--- src/rtl/smb_pkg.sv ---
package smb_pkg;
  localparam int ADDR_BITS = 7;

  typedef enum logic [2:0] {
    ST_IDLE, ST_ADDR, ST_CMD, ST_WDATA, ST_ACK, ST_TX, ST_HOLD
  } smb_state_e;

  // Address byte carries the 7-bit target in its upper bits.
  function automatic logic addr_hit(input logic [7:0] abyte,
                                    input logic [ADDR_BITS-1:0] mine);
    return abyte[7:1] == mine;
  endfunction

  function automatic logic is_read(input logic [7:0] abyte);
    return abyte[0];
  endfunction
endpackage

--- src/rtl/smb_line_sync.sv ---
module smb_line_sync #(
  parameter int STAGES = 2
) (
  input  logic clk,
  input  logic rst_n,
  input  logic d_i,
  output logic q_o
);
  logic [STAGES-1:0] chain;

  // Bus idles high, so reset to 1 to avoid a phantom edge.
  always_ff @(posedge clk or negedge rst_n) begin
    if (!rst_n) chain <= '1;
    else        chain <= {chain[STAGES-2:0], d_i};
  end

  assign q_o = chain[STAGES-1];
endmodule

--- src/rtl/smb_bus_events.sv ---
module smb_bus_events (
  input  logic clk,
  input  logic rst_n,
  input  logic scl_s,
  input  logic sda_s,
  output logic scl_rise,
  output logic scl_fall,
  output logic start_ev,
  output logic stop_ev
);
  logic scl_q, sda_q;

  always_ff @(posedge clk or negedge rst_n) begin
    if (!rst_n) begin
      scl_q <= 1'b1;
      sda_q <= 1'b1;
    end else begin
      scl_q <= scl_s;
      sda_q <= sda_s;
    end
  end

  assign scl_rise = scl_s & ~scl_q;
  assign scl_fall = ~scl_s & scl_q;
  assign start_ev = scl_s & scl_q & sda_q & ~sda_s;
  assign stop_ev  = scl_s & scl_q & ~sda_q & sda_s;
endmodule

--- src/rtl/smb_rx_shifter.sv ---
module smb_rx_shifter #(
  parameter int DATA_W = 8
) (
  input  logic              clk,
  input  logic              rst_n,
  input  logic              clr,
  input  logic              shift_en,
  input  logic              bit_i,
  output logic [DATA_W-1:0] byte_o,
  output logic              full_o
);
  localparam int CNT_W = $clog2(DATA_W + 1);
  logic [CNT_W-1:0] cnt;

  assign full_o = (cnt == CNT_W'(DATA_W));

  always_ff @(posedge clk or negedge rst_n) begin
    if (!rst_n) begin
      cnt    <= '0;
      byte_o <= '0;
    end else if (clr) begin
      cnt <= '0;
    end else if (shift_en && !full_o) begin
      byte_o <= {byte_o[DATA_W-2:0], bit_i};
      cnt    <= cnt + 1'b1;
    end
  end
endmodule

--- src/rtl/smb_regptr_slave.sv ---
module smb_regptr_slave
  import smb_pkg::*;
#(
  parameter logic [6:0] ADDR_BASE   = 7'h48,
  parameter int         STRAP_W     = 3,
  parameter int         DATA_W      = 8,
  parameter int         SYNC_STAGES = 2
) (
  input  logic               clk,
  input  logic               rst_n,
  input  logic               scl_i,
  input  logic               sda_i,
  output logic               sda_pull_o,
  input  logic [STRAP_W-1:0] strap_i,
  output logic [DATA_W-1:0]  reg_addr_o,
  output logic [DATA_W-1:0]  reg_wdata_o,
  output logic               reg_we_o,
  output logic               reg_re_o,
  input  logic [DATA_W-1:0]  reg_rdata_i
);
  localparam int TXC_W = $clog2(DATA_W);

  // Synchronisers: index 1 = SCL, index 0 = SDA
  logic [1:0] raw_lines, synced;
  assign raw_lines = {scl_i, sda_i};

  for (genvar g = 0; g < 2; g++) begin : g_sync
    smb_line_sync #(.STAGES(SYNC_STAGES)) u_sync (
      .clk(clk), .rst_n(rst_n), .d_i(raw_lines[g]), .q_o(synced[g])
    );
  end

  logic scl_s, sda_s;
  assign scl_s = synced[1];
  assign sda_s = synced[0];

  // Named bus events
  logic scl_rise, scl_fall, start_ev, stop_ev;
  smb_bus_events u_events (
    .clk(clk), .rst_n(rst_n), .scl_s(scl_s), .sda_s(sda_s),
    .scl_rise(scl_rise), .scl_fall(scl_fall),
    .start_ev(start_ev), .stop_ev(stop_ev)
  );

  smb_state_e state, ack_next;
  logic [DATA_W-1:0] rx_byte, tx_sh, cmd_ptr;
  logic              rx_full, rx_clr, rd_pend;
  logic [TXC_W-1:0]  tx_cnt;
  logic [ADDR_BITS-1:0] my_addr;

  assign my_addr = {ADDR_BASE[ADDR_BITS-1:STRAP_W], strap_i};
  assign rx_clr  = start_ev | (state == ST_ACK && scl_fall);

  smb_rx_shifter #(.DATA_W(DATA_W)) u_rx (
    .clk(clk), .rst_n(rst_n), .clr(rx_clr), .shift_en(scl_rise),
    .bit_i(sda_s), .byte_o(rx_byte), .full_o(rx_full)
  );

  // Named internal events for the checker
  logic byte_end, cmd_take, in_idle, in_hold, in_addr;
  assign byte_end = scl_fall & rx_full;
  assign cmd_take = (state == ST_CMD) & byte_end;
  assign in_idle  = (state == ST_IDLE);
  assign in_hold  = (state == ST_HOLD);
  assign in_addr  = (state == ST_ADDR);

  assign reg_addr_o = cmd_ptr;

  always_ff @(posedge clk or negedge rst_n) begin
    if (!rst_n) begin
      state       <= ST_IDLE;
      ack_next    <= ST_IDLE;
      sda_pull_o  <= 1'b0;
      cmd_ptr     <= '0;
      reg_wdata_o <= '0;
      reg_we_o    <= 1'b0;
      reg_re_o    <= 1'b0;
      rd_pend     <= 1'b0;
      tx_sh       <= '0;
      tx_cnt      <= '0;
    end else begin
      reg_we_o <= 1'b0;
      reg_re_o <= 1'b0;
      rd_pend  <= reg_re_o;
      if (rd_pend) tx_sh <= reg_rdata_i;

      if (stop_ev) begin
        state      <= ST_IDLE;
        sda_pull_o <= 1'b0;
      end else if (start_ev) begin
        state      <= ST_ADDR;
        sda_pull_o <= 1'b0;
      end else begin
        case (state)
          ST_ADDR: if (byte_end) begin
            if (addr_hit(rx_byte, my_addr)) begin
              sda_pull_o <= 1'b1;
              state      <= ST_ACK;
              if (is_read(rx_byte)) begin
                ack_next <= ST_TX;
                reg_re_o <= 1'b1;
              end else begin
                ack_next <= ST_CMD;
              end
            end else begin
              state <= ST_HOLD;
            end
          end
          ST_CMD: if (byte_end) begin
            cmd_ptr    <= rx_byte;
            sda_pull_o <= 1'b1;
            ack_next   <= ST_WDATA;
            state      <= ST_ACK;
          end
          ST_WDATA: if (byte_end) begin
            reg_we_o    <= 1'b1;
            reg_wdata_o <= rx_byte;
            sda_pull_o  <= 1'b1;
            ack_next    <= ST_HOLD;
            state       <= ST_ACK;
          end
          ST_ACK: if (scl_fall) begin
            state  <= ack_next;
            tx_cnt <= '0;
            if (ack_next == ST_TX) sda_pull_o <= ~tx_sh[DATA_W-1];
            else                   sda_pull_o <= 1'b0;
          end
          ST_TX: if (scl_fall) begin
            if (tx_cnt == TXC_W'(DATA_W - 1)) begin
              sda_pull_o <= 1'b0;
              state      <= ST_HOLD;
            end else begin
              tx_sh      <= {tx_sh[DATA_W-2:0], 1'b0};
              sda_pull_o <= ~tx_sh[DATA_W-2];
              tx_cnt     <= tx_cnt + 1'b1;
            end
          end
          default: ;
        endcase
      end
    end
  end
endmodule

--- config.mk ---
export PLATFORM = sky130hd
export DESIGN_NAME = smb_regptr_slave
export DESIGN_NICKNAME = d
export VERILOG_FILES = /design/src/rtl/smb_pkg.sv /design/src/rtl/smb_line_sync.sv /design/src/rtl/smb_bus_events.sv /design/src/rtl/smb_rx_shifter.sv /design/src/rtl/smb_regptr_slave.sv
export SDC_FILE = /design/constraint.sdc
export NUM_CORES = 1
export LEC_CHECK = 0
export ABC_AREA = 0
export BUFFER_PORTS_ARGS = -buffer_cell sky130_fd_sc_hd__buf_2
export CAP_MARGIN = 20
export CELL_PAD_IN_SITES_DETAIL_PLACEMENT = 0
export CELL_PAD_IN_SITES_GLOBAL_PLACEMENT = 1
export CORE_MARGIN = 2
export CORE_UTILIZATION = 45
export CTS_BUF_LIST = sky130_fd_sc_hd__clkbuf_2
export CTS_CLUSTER_DIAMETER = 200
export DETAILED_ROUTE_END_ITERATION = 16
export PLACE_DENSITY_LB_ADDON = 0.1
export SYNTH_ARGS = -nofsm -noshare
export SYNTH_HDL_FRONTEND = slang
export SYNTH_SLANG_ARGS = --single-unit
--- constraint.sdc ---
create_clock -name clk -period 2.11 [get_ports clk]
set_clock_uncertainty 0.2 [all_clocks]
set_input_delay 0.1055 -clock clk [delete_from_list [all_inputs] [get_ports clk]]
set_output_delay 0.1055 -clock clk [all_outputs]
set_load 0.005 [all_outputs]
; Yosys cells after proc, flatten, opt, wreduce, memory -nomap -nowiden
; Cells that the tools add are included.
; Widths: inputs -> output; s select.
[totals]
romBits = 0
latch_bits = 0
ff_bits = 55
word_cells = 120
n_memories = 0
mem_bits_rw = 0
[classes]
n_reduce_logical = 15
muxes = 47
multipliers = 0
n_bitwise = 18
n_eq_ne = 22
n_addsub = 2
magnitude_cmp = 0
n_div = 0
shifts = 0
[op_table]
columns = operator, n
row1 = $mux 8, 6
row2 = $mux 3, 15
row3 = $mux 1, 19
row4 = $reduce_and 6->1, 3
row5 = $ne 4x4->1 const B, 4
row6 = $eq 3x3->1 const B, 4
row7 = $ne 2x2->1 const B, 6
row8 = $pmux 3 s4, 1
row9 = $not 1->1, 9
row10 = $pmux 3 s3, 1
row11 = $and 1x1->1, 8
row12 = $mux 4, 2
row13 = $reduce_and 4->1, 2
row14 = $eq 7x7->1, 1
row15 = $reduce_and 7->1, 1
row16 = $eq 3x2->1 const B, 2
row17 = $pmux 3 s2, 1
row18 = $reduce_bool 6->1, 1
row19 = $add 4x1->4 const B, 1
row20 = $eq 4x4->1 const B, 1
row21 = $ne 4x1->1 const B, 1
row22 = $ne 4x3->1 const B, 1
row23 = $pmux 1 s4, 1
row24 = $reduce_bool 2->1, 2
row25 = other kinds (10), 11

; Logic depth before layout (Yosys ltp)
[logic_depth]
ltp_word = 7
mapped_depth = 8
depth_no_buf = 7

; Hierarchy
; A second synthesis with hierarchy kept.
[hier_totals]
hier_cells = 201
area_unflattened_um2 = 2567.5
[modules_own_cells]
columns = module, area_each_um2, n_inst, seq_area_each_um2, cells_each
row1 = smb_regptr_slave, 1824.2, 1, 925.9, 150
row2 = smb_rx_shifter, 553.0, 1, 300.3, 41
row3 = smb_line_sync, 52.6, 2, 52.6, 2
row4 = smb_bus_events, 85.1, 1, 52.6, 6

; Least setup slack after synthesis
; OpenSTA, ideal clock, no wires.
[synth_timing]
path_type = reg-to-reg
startpoint = register state[2]
endpoint = register state[1]
arrival_ps = 1608
setup_ps = 132
path_stages_with_launch = 9
path_slack_ps = 170
required_ps = 1778
cell_sequence = dfrtp_1 buf_2 inv_1 ha_1 clkbuf_1 o211ai_1 a221o_1 o21ai_0 a21oi_1
[synth_between]
elab_chain_cells = 5
word_cells_on_any_way = 16
cone_classes = eq/ne: 10 / mux: 3 / reduce/logical: 3
[synth_rtl]
columns = item, line
row1 = start: declaration, smb_regptr_slave.sv:45  ; smb_state_e state, ack_next;
row2 = start signal: assignment, smb_regptr_slave.sv:123  ; state <= ack_next;
row3 = $eq 3x2->1, smb_regptr_slave.sv:94  ; case (state)
row4 = $reduce_or 2->1 (no line), -
row5 = $pmux 3 s4, smb_regptr_slave.sv:94
row6 = $mux 3, smb_regptr_slave.sv:90  ; end else if (start_ev) begin
row7 = $mux 3, smb_regptr_slave.sv:87  ; if (stop_ev) begin
; Several ways; a longest one is shown, not always the timed one.
; A chain may end at the register's enable or synchronous reset.

; Final worst setup path
[layout_timing]
startpoint = register u_rx.byte_o[6]
endpoint = register ack_next[0]
[layout_between]
elab_chain_cells = 3
[layout_rtl]
columns = item, line
row1 = start: declaration, smb_rx_shifter.sv:9  ; output logic [DATA_W-1:0] byte_o,
row2 = start signal: assignment, smb_rx_shifter.sv:24  ; byte_o <= {byte_o[DATA_W-2:0], bit_i};
row3 = $eq 7x7->1, smb_pkg.sv:11  ; return abyte[7:1] == mine;
row4 = $ne 2x1->1 (no line), -
row5 = $reduce_and 7->1 (no line), -
row6 = end signal: assignment, smb_regptr_slave.sv:72  ; ack_next <= ST_IDLE;
row7 = end signal: assignment, smb_regptr_slave.sv:100  ; ack_next <= ST_TX;
row8 = end signal: assignment, smb_regptr_slave.sv:103  ; ack_next <= ST_CMD;
row9 = end: declaration, smb_regptr_slave.sv:45
; No other way between the ends.

==> summary.md <==
| Metric | Value |
|---|---|
| Logic gate share of total power | `26.3%` |
| Path type of the worst setup path | `flop to flop` |
| TritonCTS Buffers | `5` |
| Mean instance size in the synthesized netlist | `10.9 um^2` |
| Endpoint required time on the critical path | `2.26 ns` |
| #FFs+latches synth | `55` |
| Post-DP HPWL | `3590 um` |
| Number of cell rows | `27` |
| Worst-case headroom to the max-slew limit | `61.4%` |
| DRC violations left | `0` |
| Ys async rst share | `100%` |
| CTS tree | `done` |
| Final hold slack | `0.0299 ns` |
| Area of combinational cells with multiple inputs | `1090 um^2` |
| Fillers | `509` |
| Number of sinks on the clock net | `55` |
| Unique cell type count in the Yosys netlist | `39` |
| Clock transition at the register clock pins on the worst setup and hold paths after CTS | `0.29 ns` |
| Number of nets produced by synthesis | `254` |
| Total area of sequential cells | `1380 um^2` |
| Result of the run | `finished clean` |
| Number of instances in the synthesized netlist | `233` |
| Max clock buf depth | `2` |
| Leftover overflow at the end of global routing | `0` |
| Highest attainable clock frequency | `0.498 GHz` |
| Maximum number of pins on one net before global-route repair | `21` |
| Class of the most critical hold timing path | `primary input to async pin` |
| Ports placed on the boundary | `34` |
| Total number of yosys warnings | `0` |
| Post-synthesis cell area | `2540 um^2` |
| Sw Ratio | `34.2%` |
| Crit. End Element | `flop` |
| Fraction of layout instances using a drive strength above 1 | `27.1%` |
| Commonest cells after routing, fill and taps aside | `sky130_fd_sc_hd__dfrtp_1 (49), sky130_fd_sc_hd__nand2_1 (41), sky130_fd_sc_hd__buf_2 (33)` |
| Post-CTS sizing | `0` |
| First-pass detailed-route iteration total | `4` |
| Clock power frac | `20.8%` |
| DIE AREA | `6260 um^2` |
| Max Transition Viols Final | `0` |
| Internal power component | `0.00174 W` |
| Post-synth EDFFs | `0` |
| Launching element type of the critical path | `flop` |
| Power share of the sequential group | `52.9%` |
| Period utilization | `95.2%` |
| Initial antenna violation count | `0` |
| Max-cap violations | `0` |
| Slew of the pin with the lowest slew margin | `0.577 ns` |
| Hold Vio Cnt, Final | `0` |
| Largest fanout on the critical path | `5` |
| Leakage Power | `1.51 nW` |
| Fraction of the yosys area taken by sequential cells | `54.5%` |
| Wire length of the first global-routing pass | `8800 um` |
| Buffers on Ports | `33` |
| Antenna Cells | `0` |
| Power density relative to cell area | `868 nW/um^2` |
| Worst r2r path cells | `5` |
| Least setup slack across all paths after layout | `0.101 ns` |
| Total vias in the final route | `1835` |
| Data arrival at the endpoint of the critical path | `2.16 ns` |
| Number of DRC markers after the initial detailed-route iteration | `80` |
| Vertical die dimension | `79.1 um` |
| Number of vias per cell after detailed routing | `5.06` |
| Setup TNS | `0 ns` |
| Switching power | `0.000905 W` |
| Global-route usage over all layers | `18.2%` |
| Main synth FF type | `sky130_fd_sc_hd__dfrtp_1` |
| Final GP Congestion | `0.804` |
| Setup Slack @ Placement | `0.127 ns` |
| DR WL/cell | `14.1 um` |
| Clock latency reported for the late side of the worst-skew pair | `0.44 ns` |
| Setup violators final | `0` |
| Setup repair after global routing missed its margin | `false` |
| Die width | `79.1 um` |
| Starting density of the core | `46.4%` |
| Setup slack of the worst register-to-register path | `0.10 ns` |
| Routed Antenna Nets | `0` |
| FF-to-FF End | `ack_next[0]` |
| Area inside the core boundary | `5470 um^2` |
| Number of global-route vias before repair | `1874` |
| Max rail drop VDD | `0.411 mV` |
| Max H-tree Level | `2` |
| Area added between synthesis and finish | `20.1%` |
| Final Routed Wirelength | `5110 um` |
| CTS root buffer | `sky130_fd_sc_hd__clkbuf_2` |
| Most common cell after layout, fill and taps aside | `sky130_fd_sc_hd__dfrtp_1` |
| Reg2reg start | `u_rx.byte_o[6]` |
| Final min period | `2.01 ns` |
| NumNets Final | `311` |
critical path, stage by stage, from the launching register on:
cell and delay, ns:
sky130_fd_sc_hd__dfrtp_1 0.49, sky130_fd_sc_hd__nand4bb_1 0.21, sky130_fd_sc_hd__nor4_2 0.34, sky130_fd_sc_hd__a21oi_1 0.15
sky130_fd_sc_hd__nor3_4 0.18, sky130_fd_sc_hd__mux2_1 0.35
cells in the mapped netlist (2+ instances only):
master	instances	share of area, %
sky130_fd_sc_hd__mux2_1	3	1.3
sky130_fd_sc_hd__dfrtp_1	49	48
sky130_fd_sc_hd__nand3_1	4	0.79
sky130_fd_sc_hd__mux2_2	16	7.1
sky130_fd_sc_hd__nor3_1	3	0.59
sky130_fd_sc_hd__nand2_1	41	6.1
sky130_fd_sc_hd__nor2b_1	5	1.2
sky130_fd_sc_hd__dfstp_2	6	6.2
sky130_fd_sc_hd__mux2i_1	10	3.9
sky130_fd_sc_hd__o31ai_1	2	0.59
sky130_fd_sc_hd__ha_1	6	3.0
sky130_fd_sc_hd__a22o_1	4	1.4
sky130_fd_sc_hd__clkbuf_1	3	0.44
sky130_fd_sc_hd__xor2_1	6	2.1
sky130_fd_sc_hd__nor2_1	16	2.4
sky130_fd_sc_hd__o21ai_0	10	2.0
sky130_fd_sc_hd__buf_2	5	0.99
sky130_fd_sc_hd__nand3b_1	6	1.8
sky130_fd_sc_hd__inv_1	5	0.74
sky130_fd_sc_hd__nand2b_1	3	0.74
sky130_fd_sc_hd__a21oi_1	12	2.4
cell families (layout without fill, tap and decap cells):
kind of cell / Yosys count / in the layout / synth area share (%)
xor gates and xnor gates: 6 / 6 / 2.07
DFF: 55 / 55 / 54.5
and+or+nand+nor: 86 / 86 / 16.7
adders and majority gates: 6 / 6 / 2.96
muxes: 29 / 29 / 12.4
AOI/OAI and AO/OA: 37 / 37 / 9.02
buffers and inverters: 14 / 72 / 2.32
sequential cells by signal, summed over array words and instances, names as in the netlist:
signal,cells
g_sync.u_sync.chain,4
reg_addr_o,8
tx_cnt,3
u_events.sda_q,1
sda_pull_o,1
state,3
u_rx.byte_o,8
rd_pend,1
reg_re_o,1
reg_we_o,1
reg_wdata_o,8
u_events.scl_q,1
ack_next,3
u_rx.cnt,4
tx_sh,8
routing by layer:
metal  part of all wire [%]  wire (um)  vias to the layer above  GRT usage (%)
met1                     48       2480                      868           25.3
li1                       -          -                      923              -
met3                    4.0        205                        7           4.09
met4                    1.6         82                        0           5.86
met2                     46       2340                       37           28.4
met5                      0          0                        -              0
power groups by stage:
| stage | Sequential [W] | Combinational (W) | Clock, W |
|---|---|---|---|
| floorplan | 0.00134 | 0.000513 | 0 |
| global placement | 0.00141 | 0.000671 | 0 |
| detailed placement | 0.00142 | 0.000669 | 0 |
| CTS | 0.00140 | 0.000691 | 0.000573 |
| global route | 0.00143 | 0.000805 | 0.000610 |
| finish | 0.00140 | 0.000696 | 0.000549 |
area by class of cell:
| cell class | count | share of cell area (%) |
|---|---|---|
| repair buffers | 59 | 12.8 |
| clock inverters | 2 | 1.27 |
| inverters | 5 | 0.616 |
| flip-flops and latches | 55 | 45.4 |
| multi-input cells | 164 | 35.9 |
| well taps | 72 | 2.96 |
| clock buffers | 6 | 0.986 |
what timing repair did:
item                                   CTS  global route
setup buffers                            0             1
endpoints found under the hold margin   65             0
setup endpoints to repair                0             2
hold buffers                            12             0
worst max path at each step:
stage	from	to	slack, ns	cells past startpoint
6_report	u_rx.byte_o[6]	ack_next[0]	0.10	5
5_1_grt	u_rx.byte_o[5]	ack_next[0]	0.002	5
4_1_cts	u_rx.byte_o[5]	ack_next[0]	0.07	5
3_5_place_dp	u_rx.byte_o[5]	ack_next[0]	0.13	5
3_3_place_gp	state[2]	state[1]	0.18	6
2_1_floorplan	state[2]	state[1]	0.17	8
metrics by stage:
| step | total power [W] | instances | instance area, um^2 | util (%) |
|---|---|---|---|---|
| 2_1_floorplan | 0.00185 | 233 | 2540 | - |
| 3_3_place_gp | 0.00209 | 342 | 2850 | 52.1 |
| 3_5_place_dp | 0.00209 | 342 | 2850 | 52.1 |
| 4_1_cts | 0.00267 | 362 | 3040 | 55.5 |
| 5_1_grt | 0.00285 | 363 | 3050 | 55.7 |
| 6_report | 0.00264 | 363 | 3050 | 55.7 |
Power figures use the tool's default switching activity.
